## src/rtl/ublk_pkg.sv

```systemverilog
package ublk_pkg;
  typedef struct packed {
    logic       periph;
    logic [1:0] width;
    logic       src_inc;
    logic       dst_inc;
    logic [1:0] chunk;
  } xfer_cfg_t;

  localparam logic [2:0] REG_SRC  = 3'd0;
  localparam logic [2:0] REG_DST  = 3'd1;
  localparam logic [2:0] REG_LEN  = 3'd2;
  localparam logic [2:0] REG_CFG  = 3'd3;
  localparam logic [2:0] REG_CTRL = 3'd4;
  localparam logic [2:0] REG_STAT = 3'd5;

  function automatic logic [2:0] step_of(input logic [1:0] w);
    case (w)
      2'd0:    return 3'd1;
      2'd1:    return 3'd2;
      default: return 3'd4;
    endcase
  endfunction

  function automatic logic [3:0] chunk_units(input logic [1:0] c);
    return 4'd1 << c;
  endfunction
endpackage

```

## src/rtl/ublk_regs.sv

```systemverilog
module ublk_regs
  import ublk_pkg::*;
#(
  parameter int AW = 32,
  parameter int LW = 16
) (
  input  logic          clk_i,
  input  logic          rst_ni,
  input  logic          we_i,
  input  logic          re_i,
  input  logic [2:0]    addr_i,
  input  logic [31:0]   wdata_i,
  output logic [31:0]   rdata_o,
  input  logic          busy_i,
  input  logic          done_i,
  input  logic          sw_ack_i,
  output logic          start_o,
  output logic [AW-1:0] src_o,
  output logic [AW-1:0] dst_o,
  output logic [LW-1:0] len_o,
  output xfer_cfg_t     cfg_o,
  output logic          sw_req_o,
  output logic          blk_ie_o,
  output logic          glb_ie_o,
  output logic          isr_o
);
  logic wr_ctrl, rd_stat;

  assign wr_ctrl = we_i && (addr_i == REG_CTRL);
  assign rd_stat = re_i && (addr_i == REG_STAT);
  assign start_o = wr_ctrl && wdata_i[0] && !busy_i;

  always_ff @(posedge clk_i or negedge rst_ni) begin
    if (!rst_ni) begin
      src_o    <= '0;
      dst_o    <= '0;
      len_o    <= '0;
      cfg_o    <= '0;
      sw_req_o <= 1'b0;
      blk_ie_o <= 1'b0;
      glb_ie_o <= 1'b0;
      isr_o    <= 1'b0;
    end else begin
      if (we_i && addr_i == REG_SRC) src_o <= wdata_i[AW-1:0];
      if (we_i && addr_i == REG_DST) dst_o <= wdata_i[AW-1:0];
      if (we_i && addr_i == REG_LEN) len_o <= wdata_i[LW-1:0];
      if (we_i && addr_i == REG_CFG) begin
        cfg_o.periph  <= wdata_i[0];
        cfg_o.width   <= wdata_i[2:1];
        cfg_o.src_inc <= wdata_i[3];
        cfg_o.dst_inc <= wdata_i[4];
        cfg_o.chunk   <= wdata_i[6:5];
        sw_req_o      <= wdata_i[7];
      end else if (sw_ack_i) begin
        sw_req_o <= 1'b0;
      end
      if (wr_ctrl) begin
        blk_ie_o <= wdata_i[1];
        glb_ie_o <= wdata_i[2];
      end
      // completion wins over a same-cycle clearing read
      if (done_i)       isr_o <= 1'b1;
      else if (rd_stat) isr_o <= 1'b0;
    end
  end

  always_comb begin
    rdata_o = '0;
    case (addr_i)
      REG_SRC:  rdata_o = 32'(src_o);
      REG_DST:  rdata_o = 32'(dst_o);
      REG_LEN:  rdata_o = 32'(len_o);
      REG_CFG:  rdata_o = {24'd0, sw_req_o, cfg_o.chunk, cfg_o.dst_inc,
                           cfg_o.src_inc, cfg_o.width, cfg_o.periph};
      REG_CTRL: rdata_o = {29'd0, glb_ie_o, blk_ie_o, busy_i};
      REG_STAT: rdata_o = {31'd0, isr_o};
      default:  rdata_o = '0;
    endcase
  end
endmodule

```

## src/rtl/ublk_xfer.sv

```systemverilog
module ublk_xfer
  import ublk_pkg::*;
#(
  parameter int AW = 32,
  parameter int DW = 32,
  parameter int LW = 16
) (
  input  logic          clk_i,
  input  logic          rst_ni,
  input  logic          start_i,
  input  xfer_cfg_t     cfg_i,
  input  logic [AW-1:0] src_i,
  input  logic [AW-1:0] dst_i,
  input  logic [LW-1:0] len_i,
  input  logic          per_req_i,
  input  logic          sw_req_i,
  output logic          sw_ack_o,
  output logic          busy_o,
  output logic          done_o,
  output logic          mem_valid_o,
  output logic          mem_we_o,
  output logic [AW-1:0] mem_addr_o,
  output logic [DW-1:0] mem_wdata_o,
  output logic [1:0]    mem_size_o,
  input  logic          mem_ready_i,
  input  logic [DW-1:0] mem_rdata_i
);
  typedef enum logic [2:0] {S_IDLE, S_CHECK, S_WAIT, S_RD, S_WR} state_e;

  state_e        state_q;
  xfer_cfg_t     cfg_q;
  logic [AW-1:0] src_q, dst_q, step;
  logic [LW-1:0] rem_q;
  logic [3:0]    chunk_q, grant;
  logic [DW-1:0] data_q;
  logic          trig, beat_done;

  assign step      = AW'(step_of(cfg_q.width));
  assign grant     = (rem_q < LW'(chunk_units(cfg_q.chunk))) ? rem_q[3:0]
                                                              : chunk_units(cfg_q.chunk);
  assign trig      = (state_q == S_WAIT) && (per_req_i || sw_req_i);
  assign sw_ack_o  = (state_q == S_WAIT) && sw_req_i;
  assign beat_done = (state_q == S_WR) && mem_ready_i;
  assign done_o    = ((state_q == S_CHECK) && (rem_q == '0)) ||
                     (beat_done && (rem_q == LW'(1)));
  assign busy_o      = (state_q != S_IDLE);
  assign mem_valid_o = (state_q == S_RD) || (state_q == S_WR);
  assign mem_we_o    = (state_q == S_WR);
  assign mem_addr_o  = (state_q == S_WR) ? dst_q : src_q;
  assign mem_wdata_o = data_q;
  assign mem_size_o  = cfg_q.width;

  always_ff @(posedge clk_i or negedge rst_ni) begin
    if (!rst_ni) begin
      state_q <= S_IDLE;
      cfg_q   <= '0;
      src_q   <= '0;
      dst_q   <= '0;
      rem_q   <= '0;
      chunk_q <= '0;
      data_q  <= '0;
    end else begin
      case (state_q)
        S_IDLE: if (start_i) begin
          cfg_q <= cfg_i;
          if (cfg_i.width == 2'd3) cfg_q.width <= 2'd2;
          src_q   <= src_i;
          dst_q   <= dst_i;
          rem_q   <= len_i;
          state_q <= S_CHECK;
        end
        S_CHECK: begin
          if (rem_q == '0)       state_q <= S_IDLE;
          else if (cfg_q.periph) state_q <= S_WAIT;
          else                   state_q <= S_RD;
        end
        S_WAIT: if (trig) begin
          chunk_q <= grant;
          state_q <= S_RD;
        end
        S_RD: if (mem_ready_i) begin
          data_q  <= mem_rdata_i;
          state_q <= S_WR;
        end
        S_WR: if (mem_ready_i) begin
          if (cfg_q.src_inc) src_q <= src_q + step;
          if (cfg_q.dst_inc) dst_q <= dst_q + step;
          rem_q   <= rem_q - LW'(1);
          chunk_q <= chunk_q - 4'd1;
          if (rem_q == LW'(1))                        state_q <= S_IDLE;
          else if (cfg_q.periph && chunk_q == 4'd1)   state_q <= S_WAIT;
          else                                        state_q <= S_RD;
        end
        default: state_q <= S_IDLE;
      endcase
    end
  end
endmodule

```

## src/rtl/ublk_dma.sv

```systemverilog
module ublk_dma
  import ublk_pkg::*;
#(
  parameter int AW = 32,
  parameter int DW = 32,
  parameter int LW = 16
) (
  input  logic          clk_i,
  input  logic          rst_ni,
  input  logic          reg_we_i,
  input  logic          reg_re_i,
  input  logic [2:0]    reg_addr_i,
  input  logic [31:0]   reg_wdata_i,
  output logic [31:0]   reg_rdata_o,
  output logic          mem_valid_o,
  output logic          mem_we_o,
  output logic [AW-1:0] mem_addr_o,
  output logic [DW-1:0] mem_wdata_o,
  output logic [1:0]    mem_size_o,
  input  logic          mem_ready_i,
  input  logic [DW-1:0] mem_rdata_i,
  input  logic          per_req_i,
  output logic          irq_o
);
  logic          start, busy, done, sw_req, sw_ack, blk_ie, glb_ie, isr;
  logic [AW-1:0] src, dst;
  logic [LW-1:0] len;
  xfer_cfg_t     cfg;

  ublk_regs #(.AW(AW), .LW(LW)) u_regs (
    .clk_i, .rst_ni,
    .we_i(reg_we_i), .re_i(reg_re_i), .addr_i(reg_addr_i),
    .wdata_i(reg_wdata_i), .rdata_o(reg_rdata_o),
    .busy_i(busy), .done_i(done), .sw_ack_i(sw_ack),
    .start_o(start), .src_o(src), .dst_o(dst), .len_o(len), .cfg_o(cfg),
    .sw_req_o(sw_req), .blk_ie_o(blk_ie), .glb_ie_o(glb_ie), .isr_o(isr)
  );

  ublk_xfer #(.AW(AW), .DW(DW), .LW(LW)) u_xfer (
    .clk_i, .rst_ni,
    .start_i(start), .cfg_i(cfg), .src_i(src), .dst_i(dst), .len_i(len),
    .per_req_i, .sw_req_i(sw_req), .sw_ack_o(sw_ack),
    .busy_o(busy), .done_o(done),
    .mem_valid_o, .mem_we_o, .mem_addr_o, .mem_wdata_o, .mem_size_o,
    .mem_ready_i, .mem_rdata_i
  );

  assign irq_o = isr && blk_ie && glb_ie;
endmodule

```

## config.mk

```make
export PLATFORM = sky130hd
export DESIGN_NAME = ublk_dma
export DESIGN_NICKNAME = d
export VERILOG_FILES = /design/src/rtl/ublk_pkg.sv /design/src/rtl/ublk_regs.sv /design/src/rtl/ublk_xfer.sv /design/src/rtl/ublk_dma.sv
export SDC_FILE = /design/constraint.sdc
export NUM_CORES = 1
export LEC_CHECK = 0
export BUFFER_PORTS_ARGS = -buffer_cell sky130_fd_sc_hd__buf_2
export CAP_MARGIN = 20
export CORE_MARGIN = 4
export CORE_UTILIZATION = 40
export DETAILED_ROUTE_END_ITERATION = 8
export GPL_ROUTABILITY_DRIVEN = 0
export HOLD_SLACK_MARGIN = 0.03
export PLACE_DENSITY = 0.57
export SLEW_MARGIN = 15
export SYNTH_ARGS = -nofsm -noshare
export SYNTH_HDL_FRONTEND = slang
export SYNTH_HIERARCHICAL = 1
export SYNTH_SLANG_ARGS = --single-unit
```

## constraint.sdc

```tcl
create_clock -name clk_i -period 7.89 [get_ports clk_i]
set_input_delay 1.1835 -clock clk_i [delete_from_list [all_inputs] [get_ports clk_i]]
set_output_delay 1.1835 -clock clk_i [all_outputs]
set_load 0.03 [all_outputs]
```

==> impl_results.md, run 1 <==
* Nets at 1,451
* Initial antenna violation count at 0
* Crit Path Category: flip-flop to primary output
* Commonest non-fill, non-tap cell in the layout: dfrtp_1
* Pre-CTS setup slack at 3.752 ns
* Fin crit period at 4.379 ns
* Distinct cell type count after synthesis at 81
* Syn avg cell area at 9.816 sq um
* Die ar. at 0.03300 sq mm
* VDD IR max at 0.0002081 V
* Area Overhead vs Synth at 16.88%
* YS warnings at 6
* Met2 wire length at 16,500 um
* Tcrit/Tclk final at 55.50%
* Final Hold Fails at 0
* Wire per inst at 20.10 um
* Die W at 181.7 um
* Worst path cell trace: nor2_1 -> nand2_4 -> buf_4 -> buf_4 -> nand2_1 -> o21ai_0 -> buf_2
* Share of cells above drive strength 1 at 28.51%
* Top layer in use: met4
* Final worst slack at 3.511 ns
* Largest net degree at the start of global routing at 89
* GRT Total Usage at 21.09%
* DRT Pass-1 Iters at 6
* Cell mode on critical path: buf_4
* CTS max path bufs at 3
* Row cnt at 63
* Core Area at 0.02972 sq mm
* Fin. max-slew vios at 0
* Slew @ Worst Pin at 1.122 ns
* Initial Util at 40.60%
* Grt ovf at 0
* CTS tree: built
* Layout Skew at 0.01051 ns
* Layout Utilization at 47.45%
* Startpoint types: flip-flop
* Nature of the critical path endpoint: primary output
* Final wirelength at 35,620 um
* Critical path's slowest cell: dfrtp_1
* Clock latency on the worst-skew pair at 0.53 ns
* HPWL after DPL at 24,420 um
* Clock Sinks at 217
* IO Count at 174
* Worst hold path class: flip-flop to flip-flop
* Sum Neg Setup Slack at 0 ns
* Design area at 0.01410 sq mm
* Max Cap Viol at 0
* RSZ-0062 raised after global routing: no
* Ys flop type: dfrtp_1
* Initial DRC count at 795
* Gate Count Post-Synth at 1,229
* Reg clk slew, reported paths at 0.06 ns
* Die height at 181.7 um
* Rel. slew slack at 25.11%
* Global-route wire length before repair at 56,680 um
* Syn nets at 1,318
* Routed wl met3 at 1996 um
* Postcts setup bufs at 0
* H-tree levels at 1
* # DRC at 0
* Leak at 6.351 nW
* FMAX at 228.4 MHz
* CP Data Required Time at 6.71 ns
* Fill cells at 2,837
* Post-DP Area at 0.01315 sq mm
* Vias in the first global route at 9,862
* # setup viols final at 0
* Critical Path AT at 3.20 ns
* Post-synth EDFFs at 0
* Detail Route Antenna Nets at 0
* Seq cells post-synth at 217
* Via count at 10,020
* IO buf count at 173
* Hold Buf Count CTS at 0
* Synthesized area at 0.01206 sq mm
* Commonest cells after routing, fill and taps aside: 217 x dfrtp_1, 172 x buf_2, 168 x nand2_1
* Cell Pwr Density at 330.0 mW/mm^2
* Sequential-to-total area share from yosys stat at 45.01%
* M1 wire length at 16,640 um
* CTS buffer count at 26
* Clock root buffer: clkbuf_16
* Post-DR vias/cell at 5.655
* Status: completed
* Total power at 4.653 mW
* Post-CTS sizing at 0
* CP max stage delay at 0.60 ns
* Crit-path max FO at 55
* Ant. Diodes at 0
* Asr flop ratio synth at 100.0%
cells by family (layout without fill, tap and decap cells):
kind of cell	Yosys count	count (layout)	share of synthesized area, %
compound gates	293	293	15.68
fa+ha+maj	16	16	1.784
buf+inv	108	261	4.304
flops	217	217	45.01
mux	159	159	15.00
simple gates	436	436	18.22
state kept, by name, summed over array words and instances, names as in the netlist:
signal / count
u_xfer/mem_wdata_o: 32
u_regs/dst_o: 32
u_xfer/dst_q: 32
u_regs/len_o: 16
u_xfer/state_q: 3
u_xfer/src_q: 32
u_xfer/chunk_q: 4
u_xfer/rem_q: 16
u_regs/src_o: 32
u_regs/isr_o: 1
u_xfer/cfg_q: 5
u_regs/sw_req_o: 1
u_regs/glb_ie_o: 1
u_regs/cfg_o: 7
u_regs/blk_ie_o: 1
u_xfer/mem_size_o: 2
stage by stage:
stage | hold slack [ns] | instances
floorplan | 0.4387 | 1229
global placement | 0.4627 | 1722
detailed placement | 0.4709 | 1723
CTS | 0.4877 | 1771
global route | 0.5090 | 1772
finish | 0.4843 | 1772
final cells by class:
class / count / area, sq um / share of cell area, %
repair buffers: 190 / 1028 / 7.294
clock buffers: 38 / 745.7 / 5.288
clock inverters: 10 / 186.4 / 1.322
inverters: 23 / 88.84 / 0.6300
well taps: 390 / 488.0 / 3.461
flip-flops and latches: 217 / 5430 / 38.51
multi-input cells: 904 / 6133 / 43.50
synth_stat cells (all sizes together) (18+ instances only):
cell | number | area (sq um)
mux2i | 30 | 300.3
nand2 | 169 | 634.4
nor3 | 27 | 156.4
a21oi | 81 | 409.1
o21ai | 65 | 325.3
clkbuf | 46 | 172.7
o22ai | 23 | 143.9
nor2 | 75 | 281.5
nand4 | 18 | 112.6
buf | 39 | 260.3
nand3 | 34 | 170.2
inv | 23 | 86.33
dfrtp | 217 | 5430
mux2 | 124 | 1396
per-layer routing:
metal | vias up | global-route usage (%)
met4 | 0 | 3.482
li1 | 4744 | -
met1 | 4942 | 31.00
met5 | - | 0
met3 | 40 | 3.045
met2 | 294 | 33.85
worst max-delay path: cells and delay by family, from the launching register on:
family / cells / cell delay (ns)
and+or+nand+nor: 3 / 0.53
buffers and inverters: 3 / 1.35
AOI/OAI and AO/OA: 1 / 0.17
DFF: 1 / 0.60
power breakdown:
part           internal (mW)  switching (mW)
clock network          0.818           0.488
registers               1.47           0.372
logic                  0.603           0.904
final timing paths:
kind	startpoint	to	slack, ns	depth (start not counted)
worst max-delay path	u_xfer/state_q[0]$_DFFE_PN0P_	mem_addr_o[5]	3.51	7
worst min-delay path	u_xfer/cfg_q[3]$_DFFE_PN0P_	u_xfer/cfg_q[3]$_DFFE_PN0P_	0.48	2
worst max register to register	u_xfer/mem_size_o[1]$_DFFE_PN0P_	u_xfer/src_q[24]$_DFFE_PN0P_	4.65	9
worst min register to register	u_xfer/cfg_q[3]$_DFFE_PN0P_	u_xfer/cfg_q[3]$_DFFE_PN0P_	0.48	2
max in group asynchronous	rst_ni	u_regs/len_o[1]$_DFFE_PN0P_	5.90	2
min in group asynchronous	rst_ni	u_regs/src_o[18]$_DFFE_PN0P_	0.61	1
No activity file was read; power rests on OpenSTA's default activity.
==> run 2, diff against run 1 <==
==> constraint.sdc (replaced) <==
create_clock -name clk_i -period 4.1 [get_ports clk_i]
set_input_delay 0.615 -clock clk_i [delete_from_list [all_inputs] [get_ports clk_i]]
set_output_delay 0.615 -clock clk_i [all_outputs]
set_load 0.03 [all_outputs]
==> run 2 against run 1 <==
- register-to-register slack worse by 3.6 ns
- critical path depth down 1
- sequential share of layout area down 0.31 points
- clock power up 89%
- die area unchanged
- first-iteration DRC count up 1.6%
- hold slack worse by 0.17 ns
- non-clock buffer count up 12
- clock skew about the same
==> impl_results.md, run 2 (synthesis results as in run 1) <==
* FMAX at 291.4 MHz
* Detail Route Antenna Nets at 0 (unchanged)
* Final wirelength at 35,360 um (was 35,620 um)
* Initial Util at 40.60% (unchanged)
* Post-DP Area at 0.01326 sq mm (was 0.01315 sq mm)
* Clock latency on the worst-skew pair at 0.53 ns (about the same)
* Layout Utilization at 47.83% (was 47.45%)
* Hold slack final at 0.3103 ns (was 0.4843 ns)
* IO buf count at 173 (unchanged)
* Startpoint types: flip-flop (unchanged)
* Critical Path AT at 2.82 ns (was 3.20 ns)
* Status: completed (unchanged)
* Slew @ Worst Pin at 1.052 ns (was 1.122 ns)
* Nature of the critical path endpoint: primary output (unchanged)
* Tcrit/Tclk final at 83.71%
* Commonest cells after routing, fill and taps aside: 217 x dfrtp_1, 172 x buf_2, 168 x nand2_1 (unchanged)
* Die W at 181.7 um (unchanged)
* Hold EP: u_xfer/mem_wdata_o[13]$_DFFE_PN0P_ (was u_xfer/cfg_q[3]$_DFFE_PN0P_)
* Postcts setup bufs at 0 (unchanged)
* Wire per inst at 19.81 um (was 20.10 um)
* GRT Total Usage at 20.80% (was 21.09%)
* Share of cells above drive strength 1 at 29.46% (was 28.51%)
* HPWL after DPL at 25,140 um (was 24,420 um)
* Global-route wire length before repair at 56,390 um (was 56,680 um)
* VDD IR max at 0.0003698 V (was 0.0002081 V)
* Fin. max-slew vios at 0 (unchanged)
* Crit Path Category: flip-flop to primary output (unchanged)
* Post-DR vias/cell at 5.655 (about the same)
* Die ar. at 0.03300 sq mm (unchanged)
* Hold Buf Count CTS at 1 (was 0)
* Row cnt at 63 (unchanged)
* Leak at 6.414 nW (was 6.351 nW)
* CTS tree: built (unchanged)
* # DRC at 0 (unchanged)
* Worst hold path class: input pin to flip-flop (was flip-flop to flip-flop)
* CTS buffer count at 27 (was 26)
* Worst Min Path Start: mem_rdata_i[13] (was u_xfer/cfg_q[3]$_DFFE_PN0P_)
* Die height at 181.7 um (unchanged)
* Fill cells at 2,790 (was 2,837)
* IO Count at 174 (unchanged)
* Clock Sinks at 217 (unchanged)
* CTS max path bufs at 3 (unchanged)
* Post-CTS sizing at 0 (unchanged)
* Hold Path Depth at 2 (unchanged)
* Reg clk slew, reported paths at 0.06 ns (about the same)
* Via count at 10,090 (was 10,020)
* Sum Neg Setup Slack at 0 ns (unchanged)
* Largest net degree at the start of global routing at 83 (was 89)
* # setup viols final at 0 (unchanged)
* Core Area at 0.02972 sq mm (unchanged)
* Final Hold Fails at 0 (unchanged)
* Design area at 0.01421 sq mm (was 0.01410 sq mm)
* Crit-path max FO at 77 (was 55)
* Worst Reg-to-Reg Cells at 10 (was 9)
* Vias in the first global route at 9,845 (was 9,862)
* Initial DRC count at 808 (was 795)
* Reg2Reg Setup Slack at 1.07 ns (was 4.65 ns)
* DRT Pass-1 Iters at 5 (was 6)
* Area Overhead vs Synth at 17.82% (was 16.88%)
* Layout Skew at 0.01040 ns (was 0.01051 ns)
* Clock root buffer: clkbuf_16 (unchanged)
* Fin crit period at 3.432 ns
* FF-to-FF End: u_xfer/src_q[24]$_DFFE_PN0P_ (unchanged)
* Rel. slew slack at 29.79% (was 25.11%)
* Initial antenna violation count at 0 (unchanged)
* Max Cap Viol at 0 (unchanged)
* CP Data Required Time at 3.48 ns (was 6.71 ns)
* H-tree levels at 1 (unchanged)
* Cell Pwr Density at 628.7 mW/mm^2 (was 330.0 mW/mm^2)
* RSZ-0062 raised after global routing: no (unchanged)
* Grt ovf at 0 (unchanged)
* Commonest non-fill, non-tap cell in the layout: dfrtp_1 (unchanged)
* Ant. Diodes at 0 (unchanged)
* Reg-to-reg critical path startpoint: u_xfer/mem_size_o[1]$_DFFE_PN0P_ (unchanged)
* Nets at 1,464 (was 1,451)
[run 2: worst max-delay path, stage by stage (launching register included)]
cell	delay [ns]
dfrtp_1	0.60
nor2_1	0.07
buf_4	0.18
nand2_4	0.08
buf_4	0.64
o21ai_0	0.36
buf_2	0.28
[run 2: worst max path at each step]
stage	from	slack [ns]	cells after the start	end
finish	u_xfer/state_q[0]$_DFFE_PN0P_	0.67	6	mem_addr_o[4]
detailed placement	reg_addr_i[0]	0.93	7	u_xfer/dst_q[24]$_DFFE_PN0P_
global placement	reg_addr_i[0]	0.99	7	reg_rdata_o[9]
global route	u_xfer/state_q[0]$_DFFE_PN0P_	0.44	7	mem_addr_o[4]
CTS	u_xfer/state_q[0]$_DFFE_PN0P_	0.66	6	mem_addr_o[5]
floorplan	reg_addr_i[0]	1.33	10	u_xfer/src_q[10]$_DFFE_PN0P_
[run 2: area by class of cell]
cell class / count / area [sq um] / share of cell area [%]
Tap cell: 390 / 488.0 / 3.433
Inverter: 23 / 88.84 / 0.6250
Sequential cell: 217 / 5430 / 38.20
Multi-Input combinational cell: 904 / 6133 / 43.15
Clock inverter: 12 / 146.4 / 1.030
Clock buffer: 37 / 793.3 / 5.581
Timing Repair Buffer: 202 / 1134 / 7.975
[run 2: per-stage QoR]
step	instances	power [mW]	worst slack [ns]
2_1_floorplan	1229	5.505	1.327
3_3_place_gp	1735	6.444	0.9942
3_5_place_dp	1735	6.495	0.9319
4_1_cts	1785	9.013	0.6570
5_1_grt	1785	9.475	0.4373
6_report	1785	8.937	0.6679
[run 2: routing by layer]
layer  vias up  share of wire, %  GRT usage [%]
met5         -                 0              0
li1       4773                 -              -
met4         0               1.3          3.482
met3        32               5.5          3.085
met1      5002                47          30.69
met2       287                46          33.18
[run 2: power by group]
group / leakage [nW] / switching, mW / internal (mW)
registers: 2.69 / 0.720 / 2.83
logic: 3.26 / 1.74 / 1.17
clock network: 0.460 / 0.947 / 1.54
total: 6.41 / 3.41 / 5.53
==> run 3, diff against run 2 <==
--- a/config.mk
+++ b/config.mk
@@ -12,7 +12,7 @@
 export DETAILED_ROUTE_END_ITERATION = 8
 export GPL_ROUTABILITY_DRIVEN = 0
 export HOLD_SLACK_MARGIN = 0.03
-export PLACE_DENSITY = 0.57
+export PLACE_DENSITY = 0.59
 export SLEW_MARGIN = 15
 export SYNTH_ARGS = -nofsm -noshare
 export SYNTH_HDL_FRONTEND = slang
==> constraint.sdc (replaced) <==
create_clock -name clk_i -period 2.9 [get_ports clk_i]
set_input_delay 0.435 -clock clk_i [delete_from_list [all_inputs] [get_ports clk_i]]
set_output_delay 0.435 -clock clk_i [all_outputs]
set_load 0.03 [all_outputs]
==> run 3 against run 2 <==
- register-to-register slack worse by 0.83 ns
- cell count grew 0.67%
- clock skew is 0.0026 ns lower
- sequential share of layout area about the same
- critical endpoint is now mem_addr_o[22]
- hold slack worse by 0.18 ns
- clock power up 25%
- power increased by 38%
- design area about the same
- setup slack worse by 0.50 ns
- via count is 2.0% higher
- global-route usage rose by 0.25 points
- die area stayed put
==> impl_results.md, run 3 (synthesis results as in run 1) <==
* Commonest cells after routing, fill and taps aside: 217 x dfrtp_1, 172 x buf_2, 168 x nand2_1 (unchanged)
* Fin crit period at 2.737 ns
* Final worst slack at 0.1633 ns (was 0.6679 ns)
* # DRC at 0 (unchanged)
* Initial DRC count at 772 (was 808)
* Reg clk slew, reported paths at 0.06 ns (about the same)
* Tcrit/Tclk final at 94.37%
* Core Area at 0.02972 sq mm (unchanged)
* Nature of the critical path endpoint: primary output (unchanged)
* Final Non-Filler Cells at 1,797 (was 1,785)
* Fin. max-slew vios at 0 (unchanged)
* Ant. Diodes at 0 (unchanged)
* Logic gate share of total power at 34.5% (was 32.5%)
* Rel. slew slack at 57.90% (was 29.79%)
* Max Cap Viol at 0 (unchanged)
* # setup viols final at 0 (unchanged)
* Share of cells above drive strength 1 at 29.92% (was 29.46%)
* Postcts setup bufs at 0 (unchanged)
* HPWL after DPL at 25,720 um (was 25,140 um)
* Post-DP Area at 0.01341 sq mm (was 0.01326 sq mm)
* H-tree levels at 1 (unchanged)
* IO buf count at 173 (unchanged)
* VDD IR max at 0.0004207 V (was 0.0003698 V)
* CTS max path bufs at 3 (unchanged)
* Die ar. at 0.03300 sq mm (unchanged)
* Grt ovf at 0 (unchanged)
* Initial antenna violation count at 0 (unchanged)
* CP Data Required Time at 2.47 ns (was 3.48 ns)
* Sw Share at 39.16% (was 38.11%)
* Final Hold Fails at 0 (unchanged)
* Detail Route Antenna Nets at 0 (unchanged)
* Critical Path AT at 2.30 ns (was 2.82 ns)
* Slew @ Worst Pin at 0.6299 ns (was 1.052 ns)
* Cell Pwr Density at 864.7 mW/mm^2 (was 628.7 mW/mm^2)
* Vias in the first global route at 9,969 (was 9,845)
* Clk pwr share at 25.1% (was 27.8%)
* Sequential Power Share at 40.3% (was 39.7%)
* Critical path's slowest cell: dfrtp_1 (was buf_4)
* Startpoint types: flip-flop (unchanged)
* Area Overhead vs Synth at 17.90% (was 17.82%)
* Leak at 6.443 nW (was 6.414 nW)
* CTS tree: built (unchanged)
* Initial Util at 40.60% (unchanged)
* Row cnt at 63 (unchanged)
* Design area at 0.01422 sq mm (was 0.01421 sq mm)
* FMAX at 365.4 MHz
* Fill cells at 2,868 (was 2,790)
* DP Cell Count at 1,751 (was 1,735)
* CTS buffer count at 25 (was 27)
* Die W at 181.7 um (unchanged)
* DRT Pass-1 Iters at 5 (unchanged)
* Crit Path Category: flip-flop to primary output (unchanged)
* Die height at 181.7 um (unchanged)
* Post-DR vias/cell at 5.729 (was 5.655)
* Wire per inst at 19.86 um (was 19.81 um)
* Sum Neg Setup Slack at 0 ns (unchanged)
* Internal power at 7.483 mW (was 5.531 mW)
* Largest net degree at the start of global routing at 60 (was 83)
* Via count at 10,300 (was 10,090)
* Commonest non-fill, non-tap cell in the layout: dfrtp_1 (unchanged)
* Pre-CTS setup slack at 0.2078 ns (was 0.9319 ns)
* Clock root buffer: clkbuf_16 (unchanged)
* Crit-path max FO at 50 (was 77)
* IO Count at 174 (unchanged)
* Layout Skew at 0.007823 ns (was 0.01040 ns)
* Nets at 1,478 (was 1,464)
* Clock latency on the worst-skew pair at 0.53 ns (about the same)
* Status: completed (unchanged)
* Final wirelength at 35,690 um (was 35,360 um)
* Global-route wire length before repair at 57,040 um (was 56,390 um)
* Layout Utilization at 47.86% (was 47.83%)
* GRT Total Usage at 21.06% (was 20.80%)
* Worst path cell trace: buf_4 -> nor2_2 -> nand2_4 -> inv_4 -> buf_12 -> nand2_1 -> o21ai_0 -> buf_2 (was nor2_1 -> buf_4 -> nand2_4 -> buf_4 -> o21ai_0 -> buf_2)
* Worst hold path class: input pin to flip-flop (unchanged)
* RSZ-0062 raised after global routing: no (unchanged)
* Clock Sinks at 217 (unchanged)
* CP max stage delay at 0.38 ns (was 0.64 ns)
* Psw at 4.817 mW (was 3.406 mW)
-- run 3: routing by layer --
metal  vias up  track usage [%]  wire length, um
li1       4802                -                -
met1      5140            31.67            16780
met2       317            33.64            16700
met3        36            2.204             1747
met4         0            3.332              463
met5         -                0                0
-- run 3: power by group through the flow --
stage | combinational, mW | sequential (mW) | clock, mW
after floorplan | 2.66 | 5.12 | 0
after global placement | 4.20 | 4.97 | 0
after detailed placement | 4.26 | 4.99 | 0
after CTS | 4.28 | 4.95 | 3.16
after global routing | 4.64 | 5.11 | 3.28
final | 4.25 | 4.96 | 3.09
-- run 3: path summary, 6_finish.rpt --
path / from / end / slack (ns) / depth (start not counted)
max: u_xfer/state_q[1]$_DFFE_PN0P_ / mem_addr_o[22] / 0.16 / 8
min: mem_rdata_i[23] / u_xfer/mem_wdata_o[23]$_DFFE_PN0P_ / 0.13 / 2
max reg2reg: u_xfer/state_q[1]$_DFFE_PN0P_ / u_xfer/dst_q[31]$_DFFE_PN0P_ / 0.24 / 8
min reg2reg: u_xfer/cfg_q[3]$_DFFE_PN0P_ / u_xfer/cfg_q[3]$_DFFE_PN0P_ / 0.49 / 2
max in group asynchronous: rst_ni / u_regs/dst_o[4]$_DFFE_PN0P_ / 1.67 / 3
min in group asynchronous: rst_ni / u_regs/dst_o[19]$_DFFE_PN0P_ / 0.42 / 2
-- run 3: layout make-up --
cell class | count | area [sq um] | area share, %
multi-input combinational | 904 | 6136 | 43.14
sequential | 217 | 5430 | 38.18
tap | 390 | 488.0 | 3.431
clock inverter | 8 | 61.31 | 0.4310
timing repair buffer | 218 | 1279 | 8.990
inverter | 23 | 88.84 | 0.6246
clock buffer | 37 | 740.7 | 5.208
-- run 3: stage by stage --
step | total power, mW | hold slack [ns]
after detailed placement | 9.251 | 0.3968
after CTS | 12.39 | 0.1014
after global routing | 13.02 | 0.1088
after floorplan | 7.782 | 0.1394
final | 12.30 | 0.1271
after global placement | 9.165 | 0.4033
-- run 3: worst max-delay path: cells and delay by family, from the launching register on --
| family | cells | cell delay (ns) |
|---|---|---|
| AO/OA/AOI/OAI | 1 | 0.11 |
| buffers and inverters | 4 | 0.80 |
| AND/OR/NAND/NOR | 3 | 0.45 |
| flip-flops | 1 | 0.38 |
-- run 3: repair_timing --
item / 4_1_cts / 5_1_grt
hold buffers: 1 / 0
endpoints found under the setup margin: 0 / 4
hold endpoints to repair: 53 / 0
resized for setup: 0 / 1
